[src/rtl/vcx_pkg.sv]
package vcx_pkg;

    // Bits occupied by all nodes of tree level lvl (level 1 = 2x2 cells).
    function automatic int lvl_bits(input int lvl, input int levels);
        return 1 << (2 * levels - lvl + 1);
    endfunction

    // Start bit of tree level lvl inside the flat tree vector.
    function automatic int lvl_base(input int lvl, input int levels);
        int acc;
        acc = 0;
        for (int j = 1; j < lvl; j++) begin
            acc += lvl_bits(j, levels);
        end
        return acc;
    endfunction

    // Operand bit offset of 2x2 cell k. sel=0 gives the op_a offset,
    // sel=1 gives the op_b offset. Quadrant code per base-4 digit:
    // 0 lo*lo, 1 hi_a*lo_b, 2 lo_a*hi_b, 3 hi*hi.
    function automatic int leaf_off(input int k, input int levels, input int sel);
        int acc;
        int dig;
        acc = 0;
        for (int j = 0; j < levels - 1; j++) begin
            dig = (k >> (2 * j)) & 3;
            acc += ((dig >> sel) & 1) << (j + 1);
        end
        return acc;
    endfunction

endpackage

[src/rtl/vcx_cell2.sv]
module vcx_cell2 (
    input  logic [1:0] x,
    input  logic [1:0] y,
    output logic [3:0] pp
);
    logic t00, t10, t01, t11;
    logic ha0_s, ha0_c, ha1_s, ha1_c;

    always_comb begin
        t00   = x[0] & y[0];
        t10   = x[1] & y[0];
        t01   = x[0] & y[1];
        t11   = x[1] & y[1];
        // first half adder: crosswise terms
        ha0_s = t10 ^ t01;
        ha0_c = t10 & t01;
        // second half adder: vertical high term plus carry
        ha1_s = t11 ^ ha0_c;
        ha1_c = t11 & ha0_c;
        pp    = {ha1_c, ha1_s, ha0_s, t00};
    end
endmodule

[src/rtl/vcx_csa.sv]
module vcx_csa #(
    parameter int W = 4
) (
    input  logic [W-1:0] x,
    input  logic [W-1:0] y,
    input  logic [W-1:0] z,
    output logic [W-1:0] s,
    output logic [W-1:0] c
);
    for (genvar i = 0; i < W; i++) begin : g_fa
        always_comb begin
            s[i] = x[i] ^ y[i] ^ z[i];
            c[i] = (x[i] & y[i]) | (x[i] & z[i]) | (y[i] & z[i]);
        end
    end
endmodule

[src/rtl/vcx_merge.sv]
module vcx_merge #(
    parameter int H = 2
) (
    input  logic [2*H-1:0] ll,
    input  logic [2*H-1:0] hl,
    input  logic [2*H-1:0] lh,
    input  logic [2*H-1:0] hh,
    output logic [4*H-1:0] prod
);
    localparam int PW = 2 * H;
    localparam int MW = PW + 2;

    logic [PW-1:0] join_w;
    logic [PW-1:0] sum_v;
    logic [PW-1:0] car_v;
    logic [MW-1:0] mid_d;
    logic [H-1:0]  top_d;

    // upper half of lo*lo joined under lower half of hi*hi
    assign join_w = {hh[H-1:0], ll[PW-1:H]};

    vcx_csa #(.W(PW)) u_csa (
        .x (join_w),
        .y (hl),
        .z (lh),
        .s (sum_v),
        .c (car_v)
    );

    always_comb begin
        mid_d = {2'b00, sum_v} + {1'b0, car_v, 1'b0};
        top_d = hh[PW-1:H] + H'(mid_d[MW-1:PW]);
    end

    assign prod = {top_d, mid_d[PW-1:0], ll[H-1:0]};
endmodule

[src/rtl/vcx_mult.sv]
module vcx_mult #(
    parameter int N = 8
) (
    input  logic [N-1:0]   op_a,
    input  logic [N-1:0]   op_b,
    output logic [2*N-1:0] prod
);
    localparam int LEVELS = $clog2(N);
    localparam int LEAVES = 1 << (2 * (LEVELS - 1));
    localparam int TOTAL  = vcx_pkg::lvl_base(LEVELS + 1, LEVELS);
    localparam int ROOT   = vcx_pkg::lvl_base(LEVELS, LEVELS);

    logic [TOTAL-1:0] tree;

    for (genvar k = 0; k < LEAVES; k++) begin : g_leaf
        localparam int AO = vcx_pkg::leaf_off(k, LEVELS, 0);
        localparam int BO = vcx_pkg::leaf_off(k, LEVELS, 1);
        vcx_cell2 u_cell (
            .x  (op_a[AO +: 2]),
            .y  (op_b[BO +: 2]),
            .pp (tree[k*4 +: 4])
        );
    end

    for (genvar l = 2; l <= LEVELS; l++) begin : g_lvl
        localparam int H     = 1 << (l - 1);
        localparam int CW    = 2 * H;
        localparam int NW    = 4 * H;
        localparam int NODES = 1 << (2 * (LEVELS - l));
        localparam int CB    = vcx_pkg::lvl_base(l - 1, LEVELS);
        localparam int OB    = vcx_pkg::lvl_base(l, LEVELS);
        for (genvar m = 0; m < NODES; m++) begin : g_node
            vcx_merge #(.H(H)) u_merge (
                .ll   (tree[CB + (4*m+0)*CW +: CW]),
                .hl   (tree[CB + (4*m+1)*CW +: CW]),
                .lh   (tree[CB + (4*m+2)*CW +: CW]),
                .hh   (tree[CB + (4*m+3)*CW +: CW]),
                .prod (tree[OB + m*NW +: NW])
            );
        end
    end

    assign prod = tree[ROOT +: 2*N];
endmodule

[config.mk]
export PLATFORM = sky130hd
export DESIGN_NAME = vcx_mult
export DESIGN_NICKNAME = d
export VERILOG_FILES = /design/src/rtl/vcx_pkg.sv /design/src/rtl/vcx_cell2.sv /design/src/rtl/vcx_csa.sv /design/src/rtl/vcx_merge.sv /design/src/rtl/vcx_mult.sv
export SDC_FILE = /design/constraint.sdc
export NUM_CORES = 1
export LEC_CHECK = 0
export CORE_AREA = 2 2 60 73
export DETAILED_ROUTE_END_ITERATION = 10
export DIE_AREA = 0 0 62 75
export PLACE_DENSITY = 0.88
export SLEW_MARGIN = 10
export SYNTH_ARGS = -nofsm -noshare
export SYNTH_HDL_FRONTEND = slang
export SYNTH_SLANG_ARGS = --single-unit
[constraint.sdc]
create_clock -name vclk -period 33.5
set_input_delay 10.05 -clock vclk [all_inputs]
set_output_delay 10.05 -clock vclk [all_outputs]
set_load 0.005 [all_outputs]
==> flow_summary.toml, run 1 <==
[global_route]
gr-total-overflow = 0
antenna_found_initial = 0
grt_max_degree = 9
grt_pass1_vias = 2032
grt_usage = 0.237
grt_pass1_wl_um = 8450

[routing]
drc = 0
vias = 1979
dr.pass1.iters = 4
drtIter0Drc = 65
wl_per_cell_um = 12.9
via_per_inst = 5.19
antenna_left = 0
wl_um = 4920

[cells_and_area]
nets = 432
drive_above_1_share = 0.00917
fill_cells = 329
syn_to_final_growth_pct = 15.3
stdcell_count = 381
seq_cells = 0
register_area_um2 = 0
multiInputGateArea_um2 = 2130
diodes = 0
clkbuf_count = 0

[logic_synthesis]
syn_nets = 400
yosys.cell_types.count = 28
yosys_warnings = 0
synth_area_um2 = 2440
postSynthCellCount = 297
avgSynthCellArea_um2 = 8.21
yosysSeqAreaShare = 0

[sta]
finalSetupViolCount = 0
finalSetupTns_ns = 0
post-route-period-util = 0.782
finalHoldViolCount = 0
fmax_ghz = 0.0382
max-slew-margin-rel = 0.780
final_max_slew_viol_count = 0
rsz0062_at_grt = "no"
final.min_clock_period_ns = 26.18
worst_pin_slew_ns = 0.328

[critical_path]
cp.arrival_ns = 16.13
cp.required_ns = 23.45
cp-end-kind = "output port"
cp_max_fo = 8
startpoint_type = "primary input"
crit_type = "primary input to output port"

[power_and_ir_drop]
power_density_nw_per_um2 = 42.6
power_mw = 0.120
worst_ir_drop_vdd_v = 0.0000572
leakage_nw = 1.56

[floorplan]
die_w_um = 62
die_area_um2 = 4650
core_area_um2 = 3910
ios = 32
initial_utilization = 0.624
die_y_um = 75
rows = 25

[placement]
gp_congestion = 0.847
hpwlAfterDp_um = 4480
numPortBuffers = 32
dp.cells = 381

[min_path]
hold_path.class = "primary input to output port"
whs_path_depth = 3

[run]
cap_violations = 0

[status]
status = "complete, no violations"

[clocking]
post_cts_buffers = 0
cts_hold_buf = 0
ctsResizeCount = 0
worst paths after layout:
kind | endpoint | startpoint
worst max-delay path | prod[14] | op_a[7]
worst min-delay path | prod[0] | op_a[0]
layout by cell type (no fill, tap or decap), drive strengths merged, types with 5 or more instances in the layout:
master,instances
a21oi,13
and2,51
xnor2,9
xor2,12
fa,30
a21o,5
nor2,6
nand2,15
clkdlybuf4s50,32
inv,78
ha,57
metrics by stage:
step                      setup slack (ns)  instance area, µm²  utilization  hold WS [ns]
after global placement                7.44                2810        0.719         21.27
final                                 7.32                2810        0.719         21.28
after CTS                             7.29                2810        0.719         21.28
after detailed placement              7.31                2810        0.719         21.27
after floorplan                       8.72                2440            -         20.29
after global routing                  6.94                2810        0.719         21.32
layer usage:
layer | GRT usage | routed length (µm) | vias up
li1 | - | - | 974
met1 | 0.270 | 1910 | 960
met4 | 0.0520 | 121 | 0
met2 | 0.475 | 2830 | 35
met5 | 0 | 0 | -
met3 | 0 | 61 | 10
kinds of logic (layout without fill, tap and decap cells):
group                      Yosys count  count (layout)  synth area share
adders and majority gates           87              87             0.539
xor gates and xnor gates            21              21            0.0754
buffers and inverters               81             111             0.128
AOI/OAI and AO/OA                   28              28            0.0759
and+or+nand+nor                     80              80             0.182
cells in the mapped netlist:
master     n  area share
inv_1     78        0.12
ha_1      57        0.29
and2_1    51        0.13
fa_1      30        0.25
nand2_1   15       0.023
a21oi_1   12       0.025
xor2_1    12       0.043
xnor2_1    9       0.032
nor2_1     6      0.0092
a21o_1     5       0.015
buf_4      2      0.0062
nand3_1    2      0.0041
nor3_1     2      0.0041
nor4_1     2      0.0051
a211oi_1   1      0.0031
a21boi_1   1      0.0031
a21oi_2    1      0.0036
a221o_1    1      0.0041
a311o_1    1      0.0041
a31oi_1    1      0.0026
clkinv_1   1      0.0015
nor2b_1    1      0.0026
nor3b_1    1      0.0031
o21a_1     1      0.0031
o21a_2     1      0.0036
o21ai_0    1      0.0021
o21ai_1    1      0.0021
o21bai_2   1      0.0046
power breakdown:
group | internal, mW | total [mW] | switching (mW)
combinational | 0.0653 | 0.120 | 0.0544
clock | 0 | 0 | 0
sequential | 0 | 0 | 0
final cells by class:
cell class / instances / area share
inverter: 79 / 0.105
multi-input combinational: 216 / 0.757
timing repair buffer: 32 / 0.114
tap: 54 / 0.0240
critical path, stage by stage:
cell	delay, ns
clkdlybuf4s50_1	0.53
and2_1	0.22
ha_1	0.19
ha_1	0.27
inv_1	0.05
fa_1	0.55
inv_1	0.06
ha_1	0.28
a21o_1	0.15
a21oi_1	0.16
xor2_1	0.18
ha_1	0.19
xor2_1	0.19
xnor2_1	0.15
fa_1	0.52
inv_1	0.04
ha_1	0.33
nor2b_1	0.16
a221o_1	0.32
a211oi_1	0.23
ha_1	0.21
inv_1	0.06
fa_1	0.37
xnor2_1	0.14
clkdlybuf4s50_1	0.52
(Power assumes the default switching activity.)
==> run 2: changes to the inputs <==
Settings changed: CORE_AREA 2 2 60 73 to 2 2 62 75, DIE_AREA 0 0 62 75 to 0 0 64 77, PLACE_DENSITY 0.88 to 0.83.
Clock period 33.5 ns to 24.9 ns, I/O delays scaled along.
==> run 2 against run 1 <==
Against the previous run:
- via count fell by 1.6%
- largest cell class unchanged
- combinational power rose by 33%
- total power rose by 33%
- critical endpoint unchanged
- critical path type unchanged
- utilization fell by 4.8 points
- global-route usage fell by 2.4 points
==> flow_summary.toml, run 2 (synthesis results as in run 1) <==
[cells_and_area]
final_common_cell = "inv_1"
seq_cells = 0
stdcell_count = 383
register_area_um2 = 0
layout_common_cells = "inv_1, ha_1, and2_1, clkdlybuf4s50_1, fa_1"
syn_to_final_growth_pct = 15.4
drive_above_1_share = 0.00917
nets = 432
multiInputGateArea_um2 = 2130
fill_cells = 365
diodes = 0
clkbuf_count = 0

[power_and_ir_drop]
leakage_nw = 1.56
power_density_nw_per_um2 = 56.7
power_mw = 0.160
worst_ir_drop_vdd_v = 0.0000769

[routing]
wl_um = 4680
wl_per_cell_um = 12.2
vias = 1948
drtIter0Drc = 44
antenna_left = 0
via_per_inst = 5.09
dr.pass1.iters = 4
drc = 0

[critical_path]
startpoint_type = "primary input"
crit_top_cell = "ha_1"
worst_path_largest_cell_delay_ns = 0.56
cp.arrival_ns = 13.55
cp_max_fo = 8
crit_type = "primary input to output port"
cp-end-kind = "output port"
cp_slowest_cell = "clkdlybuf4s50_1"
cp.required_ns = 17.43

[floorplan]
die_y_um = 77
ios = 32
initial_utilization = 0.581
core_area_um2 = 4200
die_area_um2 = 4930
die_w_um = 64
rows = 26

[global_route]
antenna_found_initial = 0
grt_pass1_vias = 2099
grt_pass1_wl_um = 8630
gr-total-overflow = 0
gr-max-usage-layer = "met2"
grt_max_degree = 9
grt_usage = 0.213
grt_use_met2 = 0.418
grt_util_met1 = 0.243
met3_usage = 0.00440

[sta]
finalSetupViolCount = 0
post-route-period-util = 0.844
finalSetupTns_ns = 0
fmax_ghz = 0.0476
max-slew-margin-rel = 0.805
worst_pin_slew_ns = 0.291
final.min_clock_period_ns = 21.02
final_max_slew_viol_count = 0
finalHoldViolCount = 0
rsz0062_at_grt = "no"

[run]
cap_violations = 0

[min_path]
hold_path.class = "primary input to output port"

[status]
status = "complete, no violations"

[placement]
dp.cells = 383
numPortBuffers = 32
gp_congestion = 0.859
hpwlAfterDp_um = 4270

[clocking]
cts_hold_buf = 0
post_cts_buffers = 0
ctsResizeCount = 0
## run 2: power breakdown
part           leakage (nW)  switching [mW]  internal, mW
clock network             0               0             0
logic                  1.56          0.0723        0.0873
registers                 0               0             0
## run 2: area by class of cell
class                      count  area share
inverter                      79       0.105
timing repair buffer          32       0.114
tap                           56      0.0249
multi-input combinational    216       0.756
## run 2: final timing paths
| check | startpoint | depth (start not counted) | endpoint |
|---|---|---|---|
| min | op_a[0] | 3 | prod[0] |
| max | op_a[2] | 25 | prod[14] |
## run 2: per-layer routing
layer	share of wire	vias to the layer above
met4	0.038	0
met5	0	-
met1	0.41	924
met3	0.020	12
met2	0.53	40
li1	-	972
## run 2: through the flow
step	setup slack, ns	hold WS (ns)	util	area [µm²]
final	3.88	16.11	0.671	2810
after global routing	3.49	16.16	0.671	2810
after CTS	3.86	16.12	0.671	2810
after detailed placement	3.85	16.11	0.671	2810
after global placement	3.99	16.11	0.671	2810
after floorplan	5.28	15.13	-	2440
## run 2: worst max-delay path: cells and delay by family
family | cells | cell delay, ns
fa+ha+maj | 9 | 2.86
simple gates | 2 | 0.38
buf+inv | 6 | 1.28
compound gates | 4 | 0.93
xor+xnor | 4 | 0.63
==> run 3: changes to the inputs <==
Clock period 24.9 ns to 20.2 ns, I/O delays scaled along.
==> run 3 against run 2 <==
Against the previous run:
- critical path depth is the same
- count of clock-buffer cells in the layout unchanged
- die area did not move
- combinational power increased by 23%
- largest power group unchanged
- highest routed layer unchanged
- sequential cell count did not move
- final area is the same
==> flow_summary.toml, run 3 (synthesis results as in run 1) <==
[clocking]
cts_hold_buf = 0
ctsResizeCount = 0
post_cts_buffers = 0

[cells_and_area]
layout_common_cells = "inv_1, ha_1, and2_1, clkdlybuf4s50_1, fa_1"
clkbuf_count = 0
register_area_um2 = 0
stdcell_count = 383
final_common_cell = "inv_1"
fill_cells = 351
syn_to_final_growth_pct = 15.4
diodes = 0
seq_cells = 0
finalInstanceArea_um2 = 2810
final_core_util = 0.671
drive_above_1_share = 0.00917
nets = 432

[critical_path]
cp.arrival_ns = 12.16
startpoint_type = "primary input"
cp_slowest_cell = "clkdlybuf4s50_1"
crit_type = "primary input to output port"
cpLargestDelayFamily = "adder cells"
worst_path_largest_cell_delay_ns = 0.57
cp-end-kind = "output port"
cp_max_fo = 8
crit_top_cell = "ha_1"
crit_buf_inv = 6
cp.depth = 25
cp.required_ns = 14.14

[global_route]
grt_usage = 0.213
antenna_found_initial = 0
gr-total-overflow = 0
grt_pass1_wl_um = 8590
grt_max_degree = 9
grt_pass1_vias = 2119

[sta]
finalHoldViolCount = 0
max-slew-margin-rel = 0.794
setup_ws_ns = 1.98
final_max_slew_viol_count = 0
finalSetupViolCount = 0
rsz0062_at_grt = "no"
hold_slack_ns = 13.28
post-route-period-util = 0.902
finalSetupTns_ns = 0
final.min_clock_period_ns = 18.22
worst_pin_slew_ns = 0.308
fmax_ghz = 0.0549

[routing]
via_per_inst = 5.15
wl_per_cell_um = 12.4
wl_um = 4760
antenna_left = 0
vias = 1971
drc = 0
drtIter0Drc = 36
dr.pass1.iters = 4

[floorplan]
die_area_um2 = 4930
ios = 32
die_y_um = 77
initial_utilization = 0.581
die_w_um = 64
core_area_um2 = 4200
rows = 26

[power_and_ir_drop]
leakage_nw = 1.56
worst_ir_drop_vdd_v = 0.000103
power_density_nw_per_um2 = 69.9
power_mw = 0.197

[placement]
hpwlAfterDp_um = 4330
dp.cells = 383
place_ws_ns = 1.97
numPortBuffers = 32
gp_congestion = 0.858
place_area_um2 = 2810

[min_path]
hold_path.class = "primary input to output port"
whs_path_depth = 3

[run]
cap_violations = 0

[status]
status = "complete, no violations"
run 3: cell counts in the layout (fill, tap and decap cells not counted):
Identical to the previous run, type by type.
run 3: final cells by class:
type | count | area, µm² | share of cell area
multi-input cells | 216 | 2130 | 0.756
repair buffers | 32 | 320 | 0.114
inverters | 79 | 297 | 0.105
well taps | 56 | 70.1 | 0.0249
run 3: report_power, final:
group | switching (mW) | total (mW) | internal, mW
registers | 0 | 0 | 0
clock network | 0 | 0 | 0
logic | 0.0890 | 0.197 | 0.108
total | 0.0890 | 0.197 | 0.108
run 3: worst min-delay path: stages:
cell	delay [ns]
clkdlybuf4s50_1	0.53
and2_1	0.19
clkdlybuf4s50_1	0.43
run 3: routing by layer:
| metal | up-vias | global-route usage | routed length (µm) |
|---|---|---|---|
| met2 | 43 | 0.428 | 2570 |
| met3 | 12 | 0.00733 | 128 |
| met4 | 0 | 0.0652 | 182 |
| li1 | 973 | - | - |
| met5 | - | 0 | 0 |
| met1 | 943 | 0.232 | 1880 |
run 3: path summary, 6_finish.rpt:
kind | slack [ns] | from | end
worst max-delay path | 1.98 | op_a[2] | prod[14]
worst min-delay path | 13.28 | op_a[0] | prod[0]
